**src/rtl/ctr_branch_pkg.sv**
```systemverilog
package ctr_branch_pkg;

  // Positions inside the branch option field
  localparam int unsigned BO_W      = 5;
  localparam int unsigned BO_CR_OFF = 0;  // 1: ignore condition-register test
  localparam int unsigned BO_EQZ    = 1;  // 1: count test wants zero
  localparam int unsigned BO_NOCNT  = 2;  // 1: count option off
  localparam int unsigned BO_CRVAL  = 3;  // wanted condition-register value

  // Strobes from control to datapath
  typedef struct packed {
    logic capture;     // request accepted this cycle
    logic decCtr;      // write CTR-1
    logic loadCtr;     // write external value
    logic tgtFromCtr;  // target sourced from pre-update CTR
    logic zeroTgt;     // force target to zero
    logic takeNow;     // branch decision
    logic raiseInval;  // invalid-form exception
  } dpStrobes_t;

endpackage

```
**src/rtl/ctr_branch_dp.sv**
```systemverilog
module ctr_branch_dp
  import ctr_branch_pkg::*;
#(
  parameter int unsigned XLEN      = 64,
  parameter int unsigned NARROWLEN = 32,
  parameter int unsigned ALIGNBITS = 2
) (
  input  logic            clk,
  input  logic            rstN,
  input  dpStrobes_t      strb,
  input  logic            narrowMode,
  input  logic [XLEN-1:0] immTarget,
  input  logic [XLEN-1:0] ctrWrData,
  output logic            zeroPre,
  output logic            zeroPost,
  output logic            resValid,
  output logic            taken,
  output logic            invalidForm,
  output logic [XLEN-1:0] target,
  output logic [XLEN-1:0] ctrOut
);

  logic [XLEN-1:0] ctrQ;
  logic [XLEN-1:0] ctrDec;
  logic [XLEN-1:0] ctrNext;
  logic [XLEN-1:0] tgtNext;
  logic            preLowZero, preHighZero;
  logic            postLowZero, postHighZero;

  assign ctrDec = ctrQ - XLEN'(1);

  // Zero detection split into low and high halves so narrow mode can mask the upper half
  assign preLowZero  = (ctrQ[NARROWLEN-1:0] == '0);
  assign postLowZero = (ctrDec[NARROWLEN-1:0] == '0);

  generate
    if (XLEN > NARROWLEN) begin : g_highHalf
      assign preHighZero  = (ctrQ[XLEN-1:NARROWLEN] == '0);
      assign postHighZero = (ctrDec[XLEN-1:NARROWLEN] == '0);
    end else begin : g_noHigh
      assign preHighZero  = 1'b1;
      assign postHighZero = 1'b1;
    end
  endgenerate

  assign zeroPre  = preLowZero  && (narrowMode || preHighZero);
  assign zeroPost = postLowZero && (narrowMode || postHighZero);

  always_comb begin
    if (strb.decCtr)       ctrNext = ctrDec;
    else if (strb.loadCtr) ctrNext = ctrWrData;
    else                   ctrNext = ctrQ;
  end

  always_comb begin
    if (strb.zeroTgt)         tgtNext = '0;
    else if (strb.tgtFromCtr) tgtNext = {ctrQ[XLEN-1:ALIGNBITS], ALIGNBITS'(0)};
    else                      tgtNext = immTarget;
  end

  always_ff @(posedge clk or negedge rstN) begin
    if (!rstN) begin
      ctrQ        <= '0;
      resValid    <= 1'b0;
      taken       <= 1'b0;
      invalidForm <= 1'b0;
      target      <= '0;
    end else begin
      ctrQ     <= ctrNext;
      resValid <= strb.capture;
      if (strb.capture) begin
        taken       <= strb.takeNow;
        invalidForm <= strb.raiseInval;
        target      <= tgtNext;
      end else begin
        taken <= 1'b0;
      end
    end
  end

  assign ctrOut = ctrQ;

endmodule

```
**src/rtl/ctr_branch_ctrl.sv**
```systemverilog
module ctr_branch_ctrl
  import ctr_branch_pkg::*;
(
  input  logic             reqValid,
  input  logic             kindToCtr,
  input  logic [BO_W-1:0]  boBits,
  input  logic             crBit,
  input  logic             ctrCapable,
  input  logic             ctrWrEn,
  input  logic             zeroPre,
  input  logic             zeroPost,
  output dpStrobes_t       strb
);

  logic countOn;
  logic illegal;
  logic testedZero;
  logic countOk;
  logic crOk;

  assign countOn    = !boBits[BO_NOCNT];
  assign illegal    = kindToCtr && countOn && !ctrCapable;
  // to-CTR form tests the value before the update, ordinary form the value after it
  assign testedZero = kindToCtr ? zeroPre : zeroPost;
  assign countOk    = !countOn || (testedZero == boBits[BO_EQZ]);
  assign crOk       = boBits[BO_CR_OFF] || (crBit == boBits[BO_CRVAL]);

  always_comb begin
    strb            = '0;
    strb.capture    = reqValid;
    strb.decCtr     = reqValid && countOn && !illegal;
    strb.loadCtr    = ctrWrEn && !reqValid;
    strb.tgtFromCtr = kindToCtr;
    strb.zeroTgt    = illegal;
    strb.takeNow    = !illegal && countOk && crOk;
    strb.raiseInval = illegal;
  end

endmodule

```
**src/rtl/ctr_branch_resolver.sv**
```systemverilog
module ctr_branch_resolver
  import ctr_branch_pkg::*;
#(
  parameter int unsigned XLEN      = 64,
  parameter int unsigned NARROWLEN = 32,
  parameter int unsigned ALIGNBITS = 2
) (
  input  logic            clk,
  input  logic            rstN,
  input  logic            reqValid,
  input  logic            kindToCtr,
  input  logic [4:0]      boBits,
  input  logic            crBit,
  input  logic            narrowMode,
  input  logic            ctrCapable,
  input  logic [XLEN-1:0] immTarget,
  input  logic            ctrWrEn,
  input  logic [XLEN-1:0] ctrWrData,
  output logic            resValid,
  output logic            taken,
  output logic [XLEN-1:0] target,
  output logic            invalidForm,
  output logic [XLEN-1:0] ctrOut
);

  dpStrobes_t strb;
  logic       zeroPre;
  logic       zeroPost;

  ctr_branch_ctrl u_ctrl (
    .reqValid   (reqValid),
    .kindToCtr  (kindToCtr),
    .boBits     (boBits),
    .crBit      (crBit),
    .ctrCapable (ctrCapable),
    .ctrWrEn    (ctrWrEn),
    .zeroPre    (zeroPre),
    .zeroPost   (zeroPost),
    .strb       (strb)
  );

  ctr_branch_dp #(
    .XLEN      (XLEN),
    .NARROWLEN (NARROWLEN),
    .ALIGNBITS (ALIGNBITS)
  ) u_dp (
    .clk         (clk),
    .rstN        (rstN),
    .strb        (strb),
    .narrowMode  (narrowMode),
    .immTarget   (immTarget),
    .ctrWrData   (ctrWrData),
    .zeroPre     (zeroPre),
    .zeroPost    (zeroPost),
    .resValid    (resValid),
    .taken       (taken),
    .invalidForm (invalidForm),
    .target      (target),
    .ctrOut      (ctrOut)
  );

endmodule

```
**config.mk**
```make
export PLATFORM = sky130hd
export DESIGN_NAME = ctr_branch_resolver
export DESIGN_NICKNAME = d
export VERILOG_FILES = /design/src/rtl/ctr_branch_pkg.sv /design/src/rtl/ctr_branch_dp.sv /design/src/rtl/ctr_branch_ctrl.sv /design/src/rtl/ctr_branch_resolver.sv
export SDC_FILE = /design/constraint.sdc
export NUM_CORES = 1
export LEC_CHECK = 0
export BUFFER_PORTS_ARGS = -buffer_cell sky130_fd_sc_hd__buf_2
export CAP_MARGIN = 20
export CORE_UTILIZATION = 26
export CTS_CLUSTER_DIAMETER = 200
export CTS_CLUSTER_SIZE = 24
export DETAILED_ROUTE_END_ITERATION = 12
export GPL_TIMING_DRIVEN = 1
export PLACE_DENSITY = 0.56
export SYNTH_ARGS = -nofsm -noshare
export SYNTH_HDL_FRONTEND = slang
export SYNTH_SLANG_ARGS = --single-unit
```
**constraint.sdc**
```tcl
create_clock -name clk -period 7.7 [get_ports clk]
set_input_delay 0 -clock clk [delete_from_list [all_inputs] [get_ports clk]]
set_output_delay 0 -clock clk [all_outputs]
set_load 0.1 [all_outputs]
```
; Yosys cells after proc, flatten, opt, wreduce, memory -nomap -nowiden
; Index checks and enable logic that the tools add are counted.
[classes]
n_addsub = 1
eq_ne = 2
mux = 6
n_reduce_logical = 22
[op_table]
columns = operator, n
row1 = $mux 64, 4
row2 = $logic_not 32->1, 4
row3 = $sub 64x1->64 const B, 1
row4 = $logic_and 1x1->1, 9
row5 = $logic_not 1->1, 4
row6 = $logic_or 1x1->1, 4
row7 = $eq 1x1->1, 2
row8 = $mux 1, 2
row9 = $reduce_bool 2->1, 1
[word_totals]
ff_bits = 131
in_bits = 141
wordCells = 36

; Logic depth before layout (Yosys ltp)
; Gate-level depths: netlist of the first run.
[logic_depth]
ltp_word = 10
mapped_depth = 12
depth_no_buf = 11

; By module
; A second synthesis of the first run with hierarchy kept.
[unflattened]
hier_cells = 906
hier_area_um2 = 7895.1
[modules_own_cells]
columns = mod, instances, cells_each, area_per_inst_um2, seq_area_each_um2
row1 = ctr_branch_dp, 1, 893, 7793.7, 3278.1
row2 = ctr_branch_ctrl, 1, 13, 101.3, 0.0

; Least setup slack after synthesis of the first run
; OpenSTA, ideal clock, no wires.
[synth_timing]
path_kind = reg-to-reg
from = register u_dp.ctrQ[52] (netlist: u_dp.ctrOut[52])
to = register u_dp.taken
t_arrival_ps = 3591
t_required_ps = 7599
slack_ps = 4009
path_stages_with_launch = 11
path_buffers = 1
path_cell_list = dfrtp_1 buf_2 or4_1 or3_1 or3_1 o31a_1 or4_1 nor4_1 nand4_1 mux2i_1 nor4_1
[synth_via]
elab_chain_len = 10
word_cells_on_any_way = 13
[synth_rtl]
columns = element, line
row1 = "start, declared", ctr_branch_dp.sv:23  ; logic [XLEN-1:0] ctrQ;
row2 = "start signal, assigned", ctr_branch_dp.sv:69  ; ctrQ <= ctrNext;
row3 = $sub 64x1->64, ctr_branch_dp.sv:30  ; assign ctrDec = ctrQ - XLEN'(1);
row4 = $logic_not 32->1, ctr_branch_dp.sv:39  ; assign postHighZero = (ctrDec[XLEN-1:NARROWLEN] == '0);
row5 = $logic_or 1x1->1, ctr_branch_dp.sv:47  ; assign zeroPost = postLowZero && (narrowMode || postHighZero);
row6 = $logic_and 1x1->1, ctr_branch_dp.sv:47
row7 = $mux 1 (*), ctr_branch_ctrl.sv:24  ; assign testedZero = kindToCtr ? zeroPre : zeroPost;
row8 = $eq 1x1->1 (*), ctr_branch_ctrl.sv:25  ; assign countOk = !countOn || (testedZero == boBits[BO_EQZ]);
row9 = $logic_or 1x1->1 (*), ctr_branch_ctrl.sv:25
row10 = $logic_and 1x1->1 (*) (2 in a row), ctr_branch_ctrl.sv:35  ; strb.takeNow = !illegal && countOk && crOk;
row11 = $mux 1 (*), ctr_branch_dp.sv:71  ; if (strb.capture) begin
row12 = "end signal, assigned", ctr_branch_dp.sv:72  ; taken <= strb.takeNow;
row13 = "end, declared", ctr_branch_dp.sv:17  ; output logic taken,
; Every way passes the cells marked *; elsewhere a longest branch is shown, timed or not.
; A chain may end at the register's enable or synchronous reset.

; Worst setup path in the final report of the first run
[layout_timing]
from = register u_dp.ctrQ[20] (netlist: u_dp.ctrOut[20])
to = register u_dp.taken
; Same word-level chain as after synthesis.

==> results of run 1 <==
flip-flops by register name, indices dropped and copies added, names as in the netlist:
name / count
u_dp.target: 64
u_dp.ctrOut: 64
u_dp.invalidForm: 1
u_dp.taken: 1
u_dp.resValid: 1
metrics by stage:
stage,utilization,worst slack [ns],total power [mW]
after floorplan,-,4.009,1.869
after global placement,0.3218,3.610,2.129
after detailed placement,0.3218,3.536,2.140
after CTS,0.3879,3.000,3.123
after global routing,0.3885,2.457,3.220
final,0.3885,2.933,3.094
layout by cell type, fill, tap and decap left out, drive strengths merged, types with 5 or more instances in the layout:
cell,count
buf,281
dlygate4sd3,132
dfrtp,131
inv,80
nand2,73
o22ai,64
mux2i,63
nor2,56
o21ai,49
a21oi,40
nor3,30
nor4,30
nand3,25
or3,24
clkbuf,21
or4,19
nand4,15
xnor2,14
a221o,12
a22oi,8
or2,7
o211ai,7
xor2,6
and3,6
a311oi,6
nand2b,5
nand3b,5
o31ai,5
nor4b,5
metal layers:
metal / global-route usage / up-vias / routed length [µm]
met2: 0.3230 / 258 / 14610
met3: 0.03833 / 31 / 1533
li1: - / 4102 / -
met5: 0 / - / 0
met4: 0.05254 / 0 / 415
met1: 0.2710 / 4168 / 14620
cell type report:
class | instances | area [µm²]
clock inverter | 11 | 173.9
fill | 3070 | 18170
antenna | 1 | 2.502
clock buffer | 21 | 470.5
tap | 390 | 488.0
sequential | 131 | 3278
timing repair buffer | 413 | 2771
inverter | 78 | 292.8
multi-input combinational | 633 | 4068
path summary, 6_finish.rpt:
path | start | to | slack, ns
worst min-delay path | reqValid | u_dp.resValid$_DFF_PN0_ | 0.08
worst max-delay path | u_dp.ctrOut[20]$_DFFE_PN0P_ | u_dp.taken$_DFF_PN0_ | 2.93
worst max register to register | u_dp.ctrOut[20]$_DFFE_PN0P_ | u_dp.taken$_DFF_PN0_ | 2.93
max in group asynchronous | rstN | u_dp.target[23]$_DFFE_PN0P_ | 6.27
min in group asynchronous | rstN | u_dp.invalidForm$_DFFE_PN0P_ | 0.14
worst min register to register | u_dp.invalidForm$_DFFE_PN0P_ | u_dp.invalidForm$_DFFE_PN0P_ | 0.48
cell families after synthesis:
group                    after synthesis  synth area share
AND/OR/NAND/NOR                      318            0.2194
AO/OA/AOI/OAI                        230            0.1887
buffers and inverters                147           0.07063
flip-flops                           131            0.4159
multiplexers                          63           0.08000
XOR/XNOR                              20           0.02222
adder cells (fa/ha/maj)                2          0.003174
Yosys cell counts, types with 6 or more instances:
| cell | n | area share |
|---|---|---|
| xnor2_1 | 14 | 0.016 |
| or2_2 | 7 | 0.0056 |
| nand4_1 | 15 | 0.012 |
| and3_1 | 6 | 0.0048 |
| a311oi_1 | 6 | 0.0067 |
| nand2_1 | 73 | 0.035 |
| o22ai_1 | 64 | 0.051 |
| o211ai_1 | 7 | 0.0067 |
| nor4_1 | 25 | 0.020 |
| dfrtp_1 | 131 | 0.42 |
| inv_1 | 78 | 0.037 |
| a221o_1 | 12 | 0.015 |
| xor2_1 | 6 | 0.0067 |
| o21ai_0 | 49 | 0.031 |
| nor3_1 | 29 | 0.018 |
| buf_1 | 14 | 0.0067 |
| nor2_1 | 56 | 0.027 |
| a22oi_1 | 8 | 0.0076 |
| a21oi_1 | 40 | 0.025 |
| clkbuf_1 | 51 | 0.024 |
| or3_1 | 24 | 0.019 |
| nand3_1 | 25 | 0.016 |
| or4_1 | 18 | 0.017 |
| mux2i_1 | 63 | 0.080 |
worst reg2reg max path: stages (launching register included):
cell and delay (ns):
dfrtp_1 0.48, nor4_1 0.78, nand4_1 0.59, nor4b_1 0.76, nor3b_1 0.48, xor2_1 0.12
nor4_1 0.34, nand4_1 0.21, mux2i_1 0.23, nor4_1 0.07, dlygate4sd3_1 0.60
report_power, final:
group | internal, mW | total, mW | switching (mW)
registers | 0.783 | 0.942 | 0.159
clock network | 0.570 | 0.909 | 0.338
logic | 0.267 | 1.24 | 0.976
total | 1.62 | 3.09 | 1.47
==> results.py, run 1 <==
metrics = {
    "status": {
        "status": "finished clean",
    },
    "final_layout": {
        "fin_nets": 1417,
        "instances_no_fill": 1678,
        "area.growth.synth_to_final_pct": 46.46,
        "drive_above_1_share": 0.2595,
        "stdcell_area_mm2": 0.01154,
    },
    "clock_tree": {
        "holdBufCountCts": 132,
        "cts_buffers": 17,
        "cts_tree": "built",
        "cts_resized": 0,
        "root_buffer": "clkbuf_16",
        "clock_latency_ns": 0.43,
        "clockBufferDepth": 2,
        "clkTransAtPathRegs_ns": 0.07,
        "cts.sinks": 131,
        "cts_setup_buffers": 0,
        "h-tree-depth": 4,
    },
    "critical_path": {
        "cp.depth": 10,
        "cp_num_buf_inv": 1,
        "crit_arrival_ns": 5.08,
        "path_class": "reg2reg",
        "required_ns": 8.02,
        "cp_slowest_cell": "nor4_1",
        "rr_worst_depth": 10,
        "crit_family": "simple AND/OR/NAND/NOR gates",
        "path_cells": "nor4_1 > nand4_1 > nor4b_1 > nor3b_1 > xor2_1 > nor4_1 > nand4_1 > mux2i_1 > nor4_1 > dlygate4sd3_1",
        "endpoint_kind": "flop",
        "crit_path_start_kind": "flop",
        "crit_fanout": 10,
        "cp_common_cell": "nor4_1",
        "critPathMaxStageDelay_ns": 0.78,
    },
    "sta": {
        "fin_crit_ns": 4.767,
        "timing.slew.headroom": 0.4206,
        "skew_ns": 0.01501,
        "fmax_mhz": 209.8,
        "rsz0062_at_grt": "no",
        "finalSetupViolCount": 0,
        "drv_slew": 0,
        "fin_crit_sh": 0.6191,
        "hold_slack_ns": 0.08326,
        "fin_setup_tns_ns": 0,
        "final_hold_viol_count": 0,
        "worstMarginPinSlew_ns": 0.8612,
    },
    "grt": {
        "overflow": 0,
        "grt_pass1_vias": 8207,
        "track_usage": 0.1997,
        "grt_max_degree": 72,
        "antenna_found_initial": 1,
        "grt_first_pass_wirelength_um": 47630,
    },
    "die": {
        "rows": 63,
        "start_util": 0.2653,
        "die_y_um": 176.1,
        "die_w_um": 176.1,
        "die-area_mm2": 0.03102,
        "fp.coreArea_mm2": 0.02972,
        "ios": 272,
    },
    "place": {
        "place_area_mm2": 0.009562,
        "gp_congestion": 0.8269,
        "place_inst": 1512,
        "io_buffer_count": 270,
        "place_hpwl_um": 21050,
    },
    "drt": {
        "wire_per_inst_um": 18.58,
        "drcViolationCount": 0,
        "detail-route-antenna-nets": 0,
        "vias": 8559,
        "first_pass_iters": 5,
        "routed_wl_um": 31180,
        "vias_per_cell": 5.101,
        "drtIter0Drc": 512,
    },
    "synthesis": {
        "syn_area_per_cell_um2": 8.653,
        "yosysWarnings": 0,
        "ys_ff_latch": 131,
        "async_flop_share": 1.000,
        "ys.flop_type": "dfrtp_1",
        "synth_area_mm2": 0.007883,
        "syn_inst": 911,
        "synth_edf_count": 0,
        "ys_types": 61,
        "syn_nets": 1054,
        "ys_seq_area_frac": 0.4159,
    },
    "power": {
        "ir_drop_v": 0.0001198,
        "power.leakage_nw": 5.212,
        "power_density_mw_per_mm2": 268.0,
    },
    "hold_path": {
        "hp-class": "in2reg",
        "worst_hold_path.num_cells": 2,
    },
    "flow_run": {
        "drv_cap": 0,
    },
}
No activity file was read; power rests on OpenSTA's default activity.
==> run 2: changes to the inputs <==
==> constraint.sdc (replaced) <==
create_clock -name clk -period 4.4 [get_ports clk]
set_input_delay 0 -clock clk [delete_from_list [all_inputs] [get_ports clk]]
set_output_delay 0 -clock clk [all_outputs]
set_load 0.1 [all_outputs]
==> results.py, run 2 (synthesis gave the netlist of run 1 again) <==
metrics = {
    "final_layout": {
        "final_util": 0.3909,
        "drive_above_1_share": 0.2650,
        "final_cell_mix": "buf_2, dlygate4sd3_1, dfrtp_1, inv_1, nand2_1",
        "fin_nets": 1428,
        "layout_commonest_cell": "buf_2",
        "antenna_cells": 0,
        "nFillCells": 3055,
        "area.growth.synth_to_final_pct": 47.38,
    },
    "grt": {
        "overflow": 0,
        "grt_first_pass_wirelength_um": 48450,
        "track_usage": 0.2025,
        "antenna_found_initial": 1,
        "grt_pass1_vias": 8421,
        "grt_max_degree": 91,
    },
    "critical_path": {
        "crit_family": "simple AND/OR/NAND/NOR gates",
        "required_ns": 4.69,
        "crit_fanout": 12,
        "cp_num_buf_inv": 2,
        "endpoint_kind": "flop",
        "path_cells": "nor4_2 > nand4b_2 > buf_4 > or4_1 > xnor2_1 > nor4_1 > a41oi_1 > or2_2 > a21oi_1 > dlygate4sd3_1 > nor4_1",
        "crit_arrival_ns": 4.40,
        "critPathMaxStageDelay_ns": 0.55,
        "cp_common_cell": "nor4_1",
        "cp_slowest_cell": "dlygate4sd3_1",
        "path_class": "reg2reg",
        "crit_path_start_kind": "flop",
        "ff2ff_setup_slack_ns": 0.29,
    },
    "place": {
        "io_buffer_count": 270,
        "gp_congestion": 0.8407,
        "place_hpwl_um": 21650,
    },
    "clock_tree": {
        "clkTransAtPathRegs_ns": 0.06,
        "h-tree-depth": 4,
        "cts_tree": "built",
        "root_buffer": "clkbuf_16",
        "cts.sinks": 131,
        "clockBufferDepth": 2,
        "cts_buffers": 17,
        "clock_latency_ns": 0.43,
    },
    "drt": {
        "vias": 8635,
        "routed_wl_um": 31820,
        "drtIter0Drc": 555,
        "drcViolationCount": 0,
        "wire_per_inst_um": 18.85,
        "vias_per_cell": 5.116,
        "first_pass_iters": 6,
        "detail-route-antenna-nets": 0,
    },
    "status": {
        "status": "finished clean",
    },
    "sta": {
        "rsz0062_at_grt": "no",
        "fin_setup_tns_ns": 0,
        "final_hold_viol_count": 0,
        "fmax_mhz": 243.3,
        "skew_ns": 0.01074,
        "fin_crit_ns": 4.111,
        "finalSetupViolCount": 0,
        "drv_slew": 0,
        "fin_crit_sh": 0.9343,
        "worstMarginPinSlew_ns": 0.9020,
        "timing.slew.headroom": 0.3987,
    },
    "die": {
        "rows": 63,
        "ios": 272,
        "die_y_um": 176.1,
        "die-area_mm2": 0.03102,
        "start_util": 0.2653,
        "fp.coreArea_mm2": 0.02972,
        "die_w_um": 176.1,
    },
    "power": {
        "power_density_mw_per_mm2": 465.2,
        "power.leakage_nw": 5.263,
        "ir_drop_v": 0.0002039,
    },
    "flow_run": {
        "drv_cap": 0,
    },
    "hold_path": {
        "hp-class": "in2reg",
    },
}
run 2: cell count changes in the layout (fill, tap and decap cells not counted), sizes merged:
cell,previous run,this run
dlygate4sd3,132,133
diode,1,0
clkinvlp,3,2
clkbuf,21,25
buf,281,291
inv,80,78
bufinv,4,3
run 2: repair_timing:
item                                    CTS  global route
gates resized for setup                   0             2
hold endpoints to repair                218             0
buffers inserted                          0             2
endpoints found under the setup margin    0             1
hold buffers                            133             0
run 2: layout make-up:
| type | instances | area [µm²] | area share |
|---|---|---|---|
| clock inverter | 7 | 118.9 | 0.01023 |
| inverter | 78 | 292.8 | 0.02520 |
| timing repair buffer | 424 | 2849 | 0.2452 |
| multi-input combinational | 633 | 4075 | 0.3508 |
| clock buffer | 25 | 515.5 | 0.04437 |
| sequential | 131 | 3278 | 0.2822 |
| tap | 390 | 488.0 | 0.04200 |
run 2: metal layers:
layer  vias up  track usage  share of wire
met1      4207       0.2753           0.47
met2       281       0.3230           0.47
met4         2      0.05616          0.015
met3        34      0.04199          0.053
met5         -            0        0.00041
li1       4111            -              -
run 2: worst min-delay path, cell delays in order:
cell     delay [ns]
buf_2          0.08
xnor2_1        0.05
nor2_1         0.19
nor4_1         0.08
run 2: worst paths after layout:
check / startpoint / end / depth (start not counted)
min: crBit / u_dp.taken$_DFF_PN0_ / 4
min in group asynchronous: rstN / u_dp.target[62]$_DFFE_PN0P_ / 2
max reg2reg: u_dp.ctrOut[8]$_DFFE_PN0P_ / u_dp.taken$_DFF_PN0_ / 11
min reg2reg: u_dp.invalidForm$_DFFE_PN0P_ / u_dp.invalidForm$_DFFE_PN0P_ / 1
max in group asynchronous: rstN / u_dp.ctrOut[43]$_DFFE_PN0P_ / 3
max: u_dp.ctrOut[8]$_DFFE_PN0P_ / u_dp.taken$_DFF_PN0_ / 11
run 2: power breakdown:
| part | switching, mW | internal [mW] |
|---|---|---|
| Combinational | 1.71 | 0.471 |
| Sequential | 0.280 | 1.37 |
| Clock | 0.587 | 0.984 |
run 2: stage by stage:
stage	instance area, µm²	hold slack [ns]	std cells	setup WS, ns	power, mW
4_1_cts	11590	0.04913	1686	0.08945	5.442
5_1_grt	11620	0.1032	1688	0.02542	5.627
6_report	11620	0.01596	1688	0.2892	5.405
3_3_place_gp	9627	0.1714	1521	0.7057	3.735
2_1_floorplan	7883	-0.2956	911	0.7085	3.270
3_5_place_dp	9627	0.1665	1521	0.5917	3.756
